## config.mk

```make
export PLATFORM = sky130hd
export DESIGN_NAME = i2c_byte_bridge
export DESIGN_NICKNAME = d
export VERILOG_FILES = /design/src/rtl/i2cbb_pkg.sv /design/src/rtl/i2cbb_sync.sv /design/src/rtl/i2cbb_edge.sv /design/src/rtl/i2cbb_fsm.sv /design/src/rtl/i2c_byte_bridge.sv
export SDC_FILE = /design/constraint.sdc
export NUM_CORES = 1
export LEC_CHECK = 0
export CORE_ASPECT_RATIO = 1.4
export CORE_MARGIN = 2
export CORE_UTILIZATION = 40
export CTS_CLUSTER_SIZE = 14
export DETAILED_ROUTE_END_ITERATION = 10
export DONT_BUFFER_PORTS = 1
export PLACE_DENSITY_LB_ADDON = 0.25
export SYNTH_ARGS = -nofsm -noshare
export SYNTH_HDL_FRONTEND = slang
export SYNTH_SLANG_ARGS = --single-unit
```

## constraint.sdc

```tcl
create_clock -name clk -period 2.34 [get_ports clk]
set_input_delay 0 -clock clk [delete_from_list [all_inputs] [get_ports clk]]
set_output_delay 0 -clock clk [all_outputs]
set_load 0.005 [all_outputs]
```

## src/rtl/i2cbb_pkg.sv

```systemverilog
package i2cbb_pkg;
   typedef enum logic [2:0] {
      ST_IDLE   = 3'd0,
      ST_WR     = 3'd1,
      ST_ACKW   = 3'd2,
      ST_RD     = 3'd3,
      ST_RACK   = 3'd4,
      ST_NACKED = 3'd5
   } bb_state_e;
endpackage

```

## src/rtl/i2cbb_sync.sv

```systemverilog
module i2cbb_sync #(
   parameter int STAGES = 2
) (
   input  logic clk,
   input  logic rst_n,
   input  logic d_i,
   output logic q_o
);
   initial begin
      if (STAGES < 2) $error("i2cbb_sync: STAGES must be at least 2");
   end

   logic [STAGES-1:0] chain;

   genvar g;
   generate
      for (g = 0; g < STAGES; g++) begin : g_stage
         if (g == 0) begin : g_first
            always_ff @(posedge clk or negedge rst_n) begin
               if (!rst_n) chain[0] <= 1'b1;
               else        chain[0] <= d_i;
            end
         end else begin : g_next
            always_ff @(posedge clk or negedge rst_n) begin
               if (!rst_n) chain[g] <= 1'b1;
               else        chain[g] <= chain[g-1];
            end
         end
      end
   endgenerate

   assign q_o = chain[STAGES-1];
endmodule

```

## src/rtl/i2cbb_edge.sv

```systemverilog
module i2cbb_edge (
   input  logic clk,
   input  logic rst_n,
   input  logic scl_s,
   input  logic sda_s,
   output logic cond_start,
   output logic cond_stop,
   output logic clk_rise,
   output logic clk_fall,
   output logic sda_now,
   output logic sda_last
);
   logic scl_q, sda_q;

   always_ff @(posedge clk or negedge rst_n) begin
      if (!rst_n) begin
         scl_q <= 1'b1;
         sda_q <= 1'b1;
      end else begin
         scl_q <= scl_s;
         sda_q <= sda_s;
      end
   end

   // data edge is judged against the previous clock level (data first)
   assign cond_start = (sda_s != sda_q) && scl_q && !sda_s;
   assign cond_stop  = (sda_s != sda_q) && scl_q &&  sda_s;
   assign clk_rise   = scl_s && !scl_q;
   assign clk_fall   = !scl_s && scl_q;
   assign sda_now    = sda_s;
   assign sda_last   = sda_q;
endmodule

```

## src/rtl/i2cbb_fsm.sv

```systemverilog
module i2cbb_fsm
   import i2cbb_pkg::*;
#(
   parameter int BYTE_W = 8,
   localparam int ADDR_W = BYTE_W - 1,
   localparam int CNT_W  = $clog2(BYTE_W)
) (
   input  logic              clk,
   input  logic              rst_n,
   input  logic              cond_start,
   input  logic              cond_stop,
   input  logic              clk_rise,
   input  logic              clk_fall,
   input  logic              sda_now,
   output logic              drive_o,
   output logic              xfer_start_o,
   output logic [ADDR_W-1:0] xfer_addr_o,
   output logic              xfer_read_o,
   output logic              wr_stb_o,
   output logic [BYTE_W-1:0] wr_data_o,
   output logic              rd_req_o,
   input  logic [BYTE_W-1:0] rd_data_i,
   output logic              nack_o,
   output logic              end_o
);
   localparam logic [CNT_W-1:0] LAST_BIT = CNT_W'(BYTE_W - 1);

   bb_state_e         st, st_n;
   logic [CNT_W-1:0]  cnt, cnt_n;
   logic [BYTE_W-1:0] sh, sh_n, word;
   logic              drv_n, av, av_n, rdm, rdm_n;

   always_comb begin
      st_n  = st;
      cnt_n = cnt;
      sh_n  = sh;
      drv_n = drive_o;
      av_n  = av;
      rdm_n = rdm;
      word  = sh;
      xfer_start_o = 1'b0;
      wr_stb_o     = 1'b0;
      rd_req_o     = 1'b0;
      nack_o       = 1'b0;
      end_o        = 1'b0;
      if (cond_start) begin
         st_n  = ST_WR;
         cnt_n = '0;
         av_n  = 1'b0;
         drv_n = 1'b1;
      end else if (cond_stop) begin
         end_o = av;
         av_n  = 1'b0;
         st_n  = ST_IDLE;
         drv_n = 1'b1;
      end else if (clk_fall) begin
         drv_n = 1'b1;
      end else if (clk_rise) begin
         unique case (st)
            ST_WR: begin
               sh_n  = {sh[BYTE_W-2:0], sda_now};
               drv_n = 1'b1;
               if (cnt == LAST_BIT) begin
                  st_n  = ST_ACKW;
                  cnt_n = '0;
               end else begin
                  cnt_n = cnt + 1'b1;
               end
            end
            ST_ACKW: begin
               drv_n = 1'b0;
               cnt_n = '0;
               if (!av) begin
                  xfer_start_o = 1'b1;
                  av_n  = 1'b1;
                  rdm_n = sh[0];
                  st_n  = sh[0] ? ST_RD : ST_WR;
               end else begin
                  wr_stb_o = 1'b1;
                  st_n     = rdm ? ST_RD : ST_WR;
               end
            end
            ST_RD: begin
               if (cnt == '0) begin
                  rd_req_o = 1'b1;
                  word     = rd_data_i;
               end
               drv_n = word[BYTE_W-1];
               sh_n  = {word[BYTE_W-2:0], 1'b0};
               if (cnt == LAST_BIT) begin
                  st_n  = ST_RACK;
                  cnt_n = '0;
               end else begin
                  cnt_n = cnt + 1'b1;
               end
            end
            ST_RACK: begin
               drv_n = 1'b1;
               cnt_n = '0;
               if (sda_now) begin
                  nack_o = 1'b1;
                  st_n   = ST_NACKED;
               end else begin
                  st_n = ST_RD;
               end
            end
            default: drv_n = 1'b1;
         endcase
      end
   end

   always_ff @(posedge clk or negedge rst_n) begin
      if (!rst_n) begin
         st      <= ST_IDLE;
         cnt     <= '0;
         sh      <= '0;
         drive_o <= 1'b1;
         av      <= 1'b0;
         rdm     <= 1'b0;
      end else begin
         st      <= st_n;
         cnt     <= cnt_n;
         sh      <= sh_n;
         drive_o <= drv_n;
         av      <= av_n;
         rdm     <= rdm_n;
      end
   end

   assign xfer_addr_o = sh[BYTE_W-1:1];
   assign xfer_read_o = sh[0];
   assign wr_data_o   = sh;

   assert_one_event_R2: assert property (@(posedge clk) disable iff (!rst_n)
      $onehot0({xfer_start_o, wr_stb_o, rd_req_o, nack_o, end_o}));
   assert_ack_driven_R3: assert property (@(posedge clk) disable iff (!rst_n)
      (xfer_start_o || wr_stb_o) |=> !drive_o);
   assert_read_msb_R4: assert property (@(posedge clk) disable iff (!rst_n)
      rd_req_o |=> drive_o == $past(rd_data_i[BYTE_W-1]));
   assert_nack_enter_R6: assert property (@(posedge clk) disable iff (!rst_n)
      nack_o |=> st == ST_NACKED);
   assert_nack_quiet_R6: assert property (@(posedge clk) disable iff (!rst_n)
      (st == ST_NACKED && !cond_start && !cond_stop) |=> drive_o && st == ST_NACKED);
   assert_fall_release_R9: assert property (@(posedge clk) disable iff (!rst_n)
      clk_fall |=> drive_o);
endmodule

```

## src/rtl/i2c_byte_bridge.sv

```systemverilog
module i2c_byte_bridge #(
   parameter int BYTE_W      = 8,
   parameter int SYNC_STAGES = 2,
   localparam int ADDR_W     = BYTE_W - 1
) (
   input  logic              clk,
   input  logic              rst_n,
   input  logic              scl_i,
   input  logic              sda_i,
   output logic              sda_drive_o,
   output logic              sda_res_o,
   output logic              sda_chg_o,
   output logic              xfer_start_o,
   output logic [ADDR_W-1:0] xfer_addr_o,
   output logic              xfer_read_o,
   output logic              wr_stb_o,
   output logic [BYTE_W-1:0] wr_data_o,
   output logic              rd_req_o,
   input  logic [BYTE_W-1:0] rd_data_i,
   output logic              nack_o,
   output logic              end_o
);
   initial begin
      if (BYTE_W < 2)      $error("i2c_byte_bridge: BYTE_W must be at least 2");
      if (SYNC_STAGES < 2) $error("i2c_byte_bridge: SYNC_STAGES must be at least 2");
   end

   logic scl_s, sda_s;
   logic c_start, c_stop, c_rise, c_fall, sda_now, sda_last;
   logic res_prev, chg_q;

   i2cbb_sync #(.STAGES(SYNC_STAGES)) u_sync_scl (
      .clk(clk), .rst_n(rst_n), .d_i(scl_i), .q_o(scl_s));
   i2cbb_sync #(.STAGES(SYNC_STAGES)) u_sync_sda (
      .clk(clk), .rst_n(rst_n), .d_i(sda_i), .q_o(sda_s));

   i2cbb_edge u_edge (
      .clk(clk), .rst_n(rst_n), .scl_s(scl_s), .sda_s(sda_s),
      .cond_start(c_start), .cond_stop(c_stop), .clk_rise(c_rise),
      .clk_fall(c_fall), .sda_now(sda_now), .sda_last(sda_last));

   i2cbb_fsm #(.BYTE_W(BYTE_W)) u_fsm (
      .clk(clk), .rst_n(rst_n),
      .cond_start(c_start), .cond_stop(c_stop),
      .clk_rise(c_rise), .clk_fall(c_fall), .sda_now(sda_now),
      .drive_o(sda_drive_o),
      .xfer_start_o(xfer_start_o), .xfer_addr_o(xfer_addr_o),
      .xfer_read_o(xfer_read_o), .wr_stb_o(wr_stb_o), .wr_data_o(wr_data_o),
      .rd_req_o(rd_req_o), .rd_data_i(rd_data_i),
      .nack_o(nack_o), .end_o(end_o));

   assign sda_res_o = sda_drive_o & sda_last;

   always_ff @(posedge clk or negedge rst_n) begin
      if (!rst_n) begin
         res_prev <= 1'b1;
         chg_q    <= 1'b0;
      end else begin
         res_prev <= sda_res_o;
         chg_q    <= sda_res_o != res_prev;
      end
   end
   assign sda_chg_o = chg_q;

   assert_chg_follows_R10: assert property (@(posedge clk) disable iff (!rst_n)
      sda_chg_o |-> $past(sda_res_o) != $past(sda_res_o, 2));
endmodule

```

==> results of run 1 <==
[path summary, 6_finish.rpt]
| check | from | end | slack [ns] | cells after the start |
|---|---|---|---|---|
| max | u_sync_scl.q_o | u_fsm.rdm | 0.28 | 6 |
| min in group asynchronous | rst_n | sda_chg_o | 0.14 | 2 |
| min reg2reg | u_sync_sda.chain[0] | u_sync_sda.q_o | 0.36 | 0 |
| max reg2reg | u_sync_scl.q_o | u_fsm.rdm | 0.28 | 6 |
| max in group asynchronous | rst_n | u_sync_sda.q_o | 1.96 | 2 |
| min | rd_data_i[7] | u_fsm.drive_o | 0.12 | 3 |
[registers in the layout (all words and copies together) (netlist names)]
signal and flops:
u_fsm.av 1, u_fsm.wr_data_o 8, u_fsm.drive_o 1, u_sync_scl.q_o 1
u_sync_sda.chain 1, u_sync_sda.q_o 1, u_edge.sda_last 1, u_fsm.cnt 3
u_fsm.rdm 1, u_fsm.st 3, res_prev 1, sda_chg_o 1
u_sync_scl.chain 1, u_edge.scl_q 1
[power by group through the flow]
stage	clock (W)	combinational, W	sequential [W]
3_3_place_gp	0	0.0000876	0.000531
6_report	0.000259	0.000116	0.000523
2_1_floorplan	0	0.000117	0.000511
4_1_cts	0.000271	0.000119	0.000524
5_1_grt	0.000287	0.000137	0.000532
3_5_place_dp	0	0.0000918	0.000532
[per-stage QoR]
step / hold slack, ns / setup WS, ns / power, W / utilization, % / area, sq um
after floorplan: -0.2956 / 0.3545 / 0.0006282 / - / 1351
after global placement: -0.2950 / 0.3398 / 0.0006183 / 39.85 / 1321
after detailed placement: -0.2949 / 0.2929 / 0.0006238 / 39.85 / 1321
after CTS: 0.1175 / 0.2787 / 0.0009131 / 44.87 / 1488
after global routing: 0.1455 / 0.1530 / 0.0009563 / 44.87 / 1488
final: 0.1154 / 0.2845 / 0.0008983 / 44.87 / 1488
[final cells by class]
class                      count  area (sq um)  area share [%]
timing repair buffer          13         135.1           9.083
multi-input combinational     77         598.1           40.20
tap                           40         50.05           3.364
clock inverter                 1         5.005          0.3364
sequential                    25         635.6           42.72
inverter                       6         22.52           1.514
clock buffer                   3         41.29           2.775
[cells in the final DEF, fill, tap and decap left out, types with 2 or more instances in the layout]
cell type and n:
o21ai_0 5, a21oi_1 7, inv_1 6, xor2_1 3, mux2i_1 9, nor2b_1 5
ha_1 5, dfrtp_1 17, clkbuf_8 3, a21oi_2 2, buf_4 2, dfstp_2 8
nand2b_1 2, nand2_1 3, nor2_1 10, a22o_2 2, mux2_2 2, dlygate4sd3_1 10
and2_1 2
[critical path: stages, from the launching register on]
cell	delay (ns)
dfstp_2	0.55
inv_1	0.04
ha_1	0.20
nand2b_1	0.24
a21o_2	0.26
nor4_2	0.28
mux2_2	0.37
[layer usage]
metal | global-route usage, % | up-vias
li1 | - | 419
met5 | 0 | -
met1 | 17.47 | 454
met2 | 27.08 | 25
met4 | 7.977 | 0
met3 | 3.074 | 6
[kinds of logic (layout without fill, tap and decap cells)]
group,Yosys count,in the layout
DFF,25,25
adders and majority gates,5,5
AOI/OAI and AO/OA,26,26
xor gates and xnor gates,4,4
muxes,11,11
buffers and inverters,19,23
and+or+nand+nor,31,31
==> summary.md, run 1 <==
| Metric | Value |
|---|---|
| # hold bufs at CTS | `11` |
| DIE AREA | `3866 sq um` |
| Post-CTS sizing | `0` |
| Clock Pin Slew Worst Setup and Hold Paths | `0.09 ns` |
| P_leak | `between 0.6 and 0.7 nW` |
| Max IR drop VDD | `0.0003648 V` |
| Fin. Hold Viols | `0` |
| Worst Clk Skew | `around 0.0024 ns` |
| Clock Sinks | `25` |
| Vias in the first global route | `998` |
| Ys flop type | `dfrtp_1` |
| EDFF count, synth | `0` |
| # placed instances | `150` |
| Worst min path class | `input pin to flip-flop` |
| Share of cells above drive strength 1 | `20.80%` |
| Hpwl dp | `1807 microns` |
| IO Pins | `36` |
| Final TNS setup | `0 ns` |
| Async SR Flop Fraction | `100.0%` |
| Slew Limit Fails | `0` |
| Row Count | `25` |
| Fin cells | `165` |
| Detail Route met3 WL | `107 microns` |
| Max-Cap Viols | `0` |
| Final Cycle Share | `between 80% and 90%` |
| Die height | `a little over 70 microns` |
| Synth area leaders | `dfrtp_1 31%, dfstp_2 16%, mux2i_1 6.7%` |
| GRT Total Usage | `15.54%` |
| Most frequent cell after synthesis | `dfrtp_1` |
| Via/cell ratio | `5.479` |
| Min cycle time layout | `2.056 ns` |
| H-tree levels | `1` |
| Core Area | `3316 sq um` |
| DRC viols | `0` |
| Status | `completed` |
| Largest net degree at the start of global routing | `26` |
| Ys Warns | `0` |
| Area Growth Syn to Fin | `10.09%` |
| RSZ-0062 raised after global routing | `no` |
| Routed WL per cell | `15.35 microns` |
| Switching Share | `27.76%` |
| Slew @ Worst Pin | `between 0.4 and 0.5 ns` |
| Internal power | `0.0006490 W` |
| CTS Root Buffer Type | `clkbuf_8` |
| M1 WL | `963 microns` |
| Worst EP required | `2.50 ns` |
| Remaining antenna violation count after routing | `0` |
| Sequential Power Share | `between 50% and 60%` |
| Final Setup Violations | `0` |
| Comb power frac | `around an eighth` |
| Largest family of logic cells by synthesized area | `compound AO/OA/AOI/OAI gates` |
| Postcts setup bufs | `0` |
| Final #Nets | `143` |
| Initial antenna violation count | `0` |
| Post-synthesis xor/xnor area fraction | `3.981%` |
| Fillers | `around 340` |
| Cell Pwr Density | `about 600 nW/um^2` |
| Synth unique cells | `40` |
| Cell taking the most area after synthesis | `dfrtp_1` |
| Crit path capture type | `flip-flop` |
| NetSw | `between 0.0002 and 0.00025 W` |
| Share of the yosys chip area belonging to registers | `47.04%` |
| Clock latency on the worst-skew pair | `0.27 ns` |
| CP Max Fanout | `5` |
| Inserted Clock Buffers | `3` |
| Most frequent cells after synthesis | `17 x dfrtp_1, 10 x nor2_1, 9 x mux2i_1` |
| DR iter-0 viols | `16` |
| Simple-gate portion of the synthesized area | `12.41%` |
| Vias | `904` |
| DIE WIDTH | `53.12 microns` |
| Worst slew margin | `67.69%` |
| Mapped Nets | `138` |
| Grt ovf | `0` |
| First-pass GRT wire length | `between 4000 and 5000 microns` |
| CTS tree | `done` |
| Complex-gate fraction of the synthesized area | `around 15%` |
| Post-synthesis cell area | `1351 sq um` |
| Syn avg cell area | `11.17 sq um` |
| DR WL met2 | `about 1400 microns` |
| Router iterations before antenna repair | `4` |
| Post-synthesis adder-cell area fraction | `4.630%` |
| Highest routing layer actually used | `met4` |
| Mux share of post-synthesis cell area | `between 8 and 9%` |
| Clk buf depth | `2` |
| Yosys top cell area share | `a little under a third` |
| Routed wire length | `2532 microns` |
| CP Data Arrival Time | `~2.2 ns` |
| Critical path class | `flip-flop to flip-flop` |
| Synth Register Bits | `25` |
| Setup crit start kind | `flip-flop` |
| Synth Instances | `121` |
| IO buf count | `0` |
| Highest Clock Rate | `0.4865 GHz` |
| Clk pwr share | `28.8%` |
| Initial Utilization | `40.75%` |
| Antenna Cells | `0` |
| Routability cong. | `0.9139` |
(Power assumes the default switching activity.)
==> run 2, diff against run 1 <==
Settings changed: CELL_PAD_IN_SITES_DETAIL_PLACEMENT set to 2, CELL_PAD_IN_SITES_GLOBAL_PLACEMENT set to 2, CORE_UTILIZATION 40 to 38.
==> run 2 against run 1 <==
  * Critical path depth stayed put
  * Hold slack better by 0.025 ns
  * Critical path type unchanged
  * Non-clock buffer count stayed put
  * Maximum frequency is 2.0% lower
  * First-iteration DRC count is 38% lower
  * Global-route usage is 2.8 points higher
  * Flip-flop and latch count stayed put
  * Highest routed layer unchanged
  * Worst setup slack worse by 0.041 ns
  * Routed wire length is 22% higher
  * Largest cell class unchanged
==> summary.md, run 2 (same netlist as run 1, synthesis figures left out) <==
| Metric | Value |
|---|---|
| Hold Crit Depth | `3` |
| Routability cong. | `0.7792` |
| Max IR drop VDD | `0.0003877 V` |
| IO Pins | `36` |
| DIE AREA | `4056 sq um` |
| Routed wire length | `between 3000 and 4000 microns` |
| CTS tree | `done` |
| Met3 usage | `3.213%` |
| Initial antenna violation count | `0` |
| Clock latency on the worst-skew pair | `roughly 0.27 ns` |
| Status | `completed` |
| Row Count | `25` |
| Antenna Cells | `0` |
| Setup crit start kind | `flip-flop` |
| Remaining antenna violation count after routing | `0` |
| Final TNS setup | `0 ns` |
| Crit path from | `u_sync_scl.q_o` |
| Worst min path class | `input pin to flip-flop` |
| Reg2Reg Setup Slack | `0.24 ns` |
| Die height | `74.56 microns` |
| Core Area | `3378 sq um` |
| R2R depth | `6` |
| Worst reg2reg startpoint | `u_sync_scl.q_o` |
| Area Growth Syn to Fin | `10.00%` |
| Slew @ Worst Pin | `0.4978 ns` |
| Max reg flops | `8` |
| First-pass GRT wire length | `5237 microns` |
| Highest Clock Rate | `around 0.48 GHz` |
| Final Cycle Share | `89.59%` |
| H-tree levels | `1` |
| Most frequent cells in the layout | `17 x dfrtp_1, 10 x nor2_1, 10 x dlygate4sd3_1` |
| Clk buf depth | `2` |
| IO buf count | `0` |
| Worst EP required | `2.50 ns` |
| Clock Pin Slew Worst Setup and Hold Paths | `0.09 ns` |
| Vias in the first global route | `1064` |
| Worst Setup EP | `u_fsm.rdm` |
| Largest net degree at the start of global routing | `26` |
| Final Setup Violations | `0` |
| Initial Utilization | `roughly 40%` |
| DIE WIDTH | `54.40 microns` |
| Max-Cap Viols | `0` |
| CP Data Arrival Time | `2.26 ns` |
| DR iter-0 viols | `10` |
| Critical path class | `flip-flop to flip-flop` |
| Fin. Hold Viols | `0` |
| P_leak | `0.6664 nW` |
| Most common cell after layout, fill and taps aside | `dfrtp_1` |
| Final #Nets | `between 100 and 150` |
| RSZ-0062 raised after global routing | `no` |
| Clock Sinks | `25` |
| Inserted Clock Buffers | `3` |
| Worst slew margin | `about 67%` |
| GRT Total Usage | `18.30%` |
| Cell Pwr Density | `slightly above 600 nW/um^2` |
| Router iterations before antenna repair | `3` |
| Crit path capture type | `flip-flop` |
| Vias | `922` |
| Grt ovf | `0` |
| Routed WL per cell | `18.72 microns` |
| CP Max Fanout | `5` |
| GR Layer Usage met2 | `33.07%` |
| Reg2reg end | `u_fsm.rdm` |
| Busiest grt layer | `met2` |
| Worst Clk Skew | `0.002492 ns` |
| WHS | `0.1405 ns` |
| Hpwl dp | `2166 microns` |
| Share of cells above drive strength 1 | `20.00%` |
| Met1 Use GR | `20.88%` |
| CTS Root Buffer Type | `clkbuf_8` |
| Slew Limit Fails | `0` |
| Via/cell ratio | `5.588` |
| Min cycle time layout | `2.097 ns` |
| DRC viols | `0` |
==> run 2: worst max-delay path, stage by stage, from the launching register on <==
cell and delay, ns:
dfstp_2 0.56, inv_1 0.05, ha_1 0.22, nand2b_1 0.24, a21o_2 0.27, nor4_2 0.28, mux2_2 0.37
==> run 2: cell type report <==
type / instances / area, sq um
fillers: 368 / 1892
repair buffers: 13 / 135.1
flip-flops and latches: 25 / 635.6
multi-input cells: 77 / 598.1
inverters: 6 / 22.52
well taps: 40 / 50.05
clock buffers: 4 / 45.04
==> run 2: how the worst min path moves through the flow <==
stage                       from             to
floorplan                  rst_n      sda_chg_o
global placement           rst_n      sda_chg_o
detailed placement         rst_n      sda_chg_o
CTS                 rd_data_i[7]  u_fsm.drive_o
global route        rd_data_i[7]  u_fsm.drive_o
finish              rd_data_i[7]  u_fsm.drive_o
==> run 2: timing repair <==
item | in CTS | in global routing
gates resized for setup | 0 | 0
buffers inserted | 0 | 0
hold buffers | 11 | 0
endpoints found under the hold margin | 34 | 0
==> run 2: routing by layer <==
metal | share of wire, % | vias up | wire, microns
li1 | - | 418 | -
met1 | 39 | 483 | 1200
met2 | 56 | 17 | 1737
met3 | 3.7 | 4 | 115
met4 | 1.2 | 0 | 37
met5 | 0 | - | 0
==> run 2: where the power goes <==
group,switching (W),total [W],internal (W)
logic,0.0000622,0.000121,0.0000583
registers,0.0000568,0.000529,0.000472
clock network,0.000138,0.000260,0.000122
total,0.000257,0.000909,0.000652
==> run 2: stage by stage <==
stage / total power [W] / util, % / setup slack [ns] / instances / area, sq um
6_report: 0.0009088 / 44.00 / 0.2435 / 165 / 1486
5_1_grt: 0.0009612 / 44.00 / 0.1229 / 165 / 1486
4_1_cts: 0.0009207 / 44.00 / 0.2224 / 165 / 1486
3_5_place_dp: 0.0006290 / 39.11 / 0.2519 / 150 / 1321
3_3_place_gp: 0.0006201 / 39.11 / 0.3427 / 150 / 1321
2_1_floorplan: 0.0006282 / - / 0.3545 / 121 / 1351
==> run 3, diff against run 2 <==
Settings changed: CELL_PAD_IN_SITES_DETAIL_PLACEMENT 2 to not set, CELL_PAD_IN_SITES_GLOBAL_PLACEMENT 2 to not set, CORE_UTILIZATION 38 to 40, SETUP_SLACK_MARGIN set to 0.5.
==> run 3 against run 2 <==
  * Worst setup slack improved by 0.27 ns
  * Via count fell by 3.3%
  * Sequential share of layout area fell by 2.5 points
  * Combinational power rose by 9%
  * Critical endpoint is now u_fsm.drive_o
  * Highest routed layer unchanged
==> summary.md, run 3 (same netlist as run 1, synthesis figures left out) <==
| Metric | Value |
|---|---|
| Status | `completed` |
| Antenna Cells | `0` |
| Min cycle time layout | `1.828 ns` |
| CP peak stage delay | `0.42 ns` |
| Vias | `892` |
| Routed WL per cell | `15.99 microns` |
| Util after Layout | `47.62%` |
| Worst path bufs/invs | `1` |
| Highest Clock Rate | `about 0.55 GHz` |
| Clock Sinks | `25` |
| Grt ovf | `0` |
| Routability cong. | `~0.89` |
| Clk pwr share | `28.6%` |
| Max IR drop VDD | `0.0003132 V` |
| CP top delay family | `compound AO/OA/AOI/OAI gates` |
| Final Cycle Share | `78.14%` |
| DR iter-0 viols | `9` |
| Worst min path class | `input pin to async pin` |
| Max-Cap Viols | `0` |
| RSZ-0062 raised after global routing | `yes` |
| Fin. Hold Viols | `0` |
| H-tree levels | `1` |
| Critical path class | `flip-flop to flip-flop` |
| Comb power frac | `between 10 and 15%` |
| Inserted Clock Buffers | `3` |
| Share of cells above drive strength 1 | `around 27%` |
| Final Setup Violations | `0` |
| Final TNS setup | `0 ns` |
| Worst Clk Skew | `0.004685 ns` |
| Crit-path slowest cell | `dfrtp_1` |
| Worst slack, placed | `0.3647 ns` |
| DIE WIDTH | `53.12 microns` |
| First-pass GRT wire length | `roughly 4400 microns` |
| Most frequent cells in the layout | `17 x dfrtp_1, 10 x nor2_1, 10 x dlygate4sd3_1` |
| IO buf count | `0` |
| Via/cell ratio | `5.310` |
| Worst reg2reg startpoint | `u_fsm.cnt[0]` |
| Placement Cell Area | `1325 sq um` |
| DIE AREA | `3866 sq um` |
| Reg2reg end | `u_fsm.drive_o` |
| Largest net degree at the start of global routing | `26` |
| DRC viols | `0` |
| Post-Layout Inst Area | `1579 sq um` |
| Slew @ Worst Pin | `around 0.53 ns` |
| Reg2Reg Setup Slack | `0.51 ns` |
| GRT Total Usage | `15.45%` |
| Most common cell after layout, fill and taps aside | `dfrtp_1` |
| Worst Setup Slack, final | `0.5115 ns` |
| Sequential Power Share | `57.0%` |
| Hpwl dp | `1826 microns` |
| CP Max Fanout | `4` |
| Max reg flops | `8` |
| Final #Nets | `about 150` |
| IO Pins | `36` |
| Setup crit start kind | `flip-flop` |
| Clock Pin Slew Worst Setup and Hold Paths | `0.09 ns` |
| CTS tree | `done` |
| Crit path capture type | `flip-flop` |
| Internal power | `0.0006601 W` |
| CP Data Arrival Time | `2.01 ns` |
| Area Growth Syn to Fin | `16.85%` |
| CTS Root Buffer Type | `clkbuf_8` |
| NetSw | `~0.00026 W` |
| Initial Utilization | `40.75%` |
| Remaining antenna violation count after routing | `0` |
| Slew Limit Fails | `0` |
| Vias in the first global route | `964` |
| Clock latency on the worst-skew pair | `0.27 ns` |
| Clk buf depth | `2` |
| Row Count | `25` |
| Cell Pwr Density | `580.2 nW/um^2` |
| Core Area | `3316 sq um` |
| Switching Share | `around 28%` |
| Router iterations before antenna repair | `4` |
| Worst slew margin | `between 60% and 70%` |
| Die height | `72.77 microns` |
| Worst EP required | `2.52 ns` |
| R2R depth | `6` |
| Initial antenna violation count | `0` |
| Routed wire length | `2686 microns` |
| P_leak | `between 0.6 and 0.7 nW` |
| Critical Path, Cell by Cell | `inv_1 > ha_1 > nor2b_1 > mux2_2 > a2111oi_2 > o21ai_0` |
## run 3: worst register-to-register path: stages, from the launching register on
cell,delay [ns]
dfrtp_1,0.42
inv_1,0.07
ha_1,0.13
nor2b_1,0.21
mux2_2,0.38
a2111oi_2,0.38
o21ai_0,0.16
## run 3: routing by layer
layer | wire length (microns) | track usage [%] | up-vias | part of all wire, %
met5 | 0 | 0 | - | 0
met4 | 38 | 6.553 | 0 | 1.4
met3 | 103 | 3.279 | 4 | 3.8
met2 | 1482 | 26.53 | 18 | 55
met1 | 1062 | 18.27 | 445 | 40
li1 | - | - | 425 | -
## run 3: worst max-delay path by stage
stage                          to           start  cells past startpoint  slack [ns]
floorplan               u_fsm.rdm  u_sync_scl.q_o                      6        0.49
global placement        u_fsm.rdm  u_sync_scl.q_o                      6        0.43
detailed placement      u_fsm.rdm  u_sync_scl.q_o                      6        0.36
CTS                 u_fsm.drive_o    u_fsm.cnt[0]                      6        0.42
global route        u_fsm.drive_o    u_fsm.cnt[1]                      6        0.37
finish              u_fsm.drive_o    u_fsm.cnt[0]                      6        0.51
## run 3: area by class of cell
type                    count  area [sq um]
well taps                  40         50.05
clock buffers               3         41.29
inverters                   6         22.52
flip-flops and latches     25         635.6
clock inverters             1         7.507
repair buffers             16         161.4
multi-input cells          77         660.6
fillers                   328          1737
## run 3: per-stage QoR
step	total power, W	cells	hold slack, ns
after floorplan	0.0006297	121	-0.2956
after global placement	0.0006202	149	-0.2950
after detailed placement	0.0006237	149	-0.2949
after CTS	0.0009191	166	0.1612
after global routing	0.0009754	168	0.1564
final	0.0009161	168	0.1559
## run 3: what timing repair did
item	4_1_cts	5_1_grt
resized for setup	4	8
hold buffers	11	0
setup buffers	2	2
setup endpoints to repair	6	16
pin swaps	1	1
hold endpoints to repair	34	0
## run 3: power groups by stage
stage                     clock (W)  sequential [W]  combinational [W]
after global routing       0.000296        0.000530           0.000150
after global placement            0        0.000532          0.0000885
after CTS                  0.000271        0.000524           0.000124
after floorplan                   0        0.000511           0.000118
final                      0.000262        0.000522           0.000132
after detailed placement          0        0.000532          0.0000918
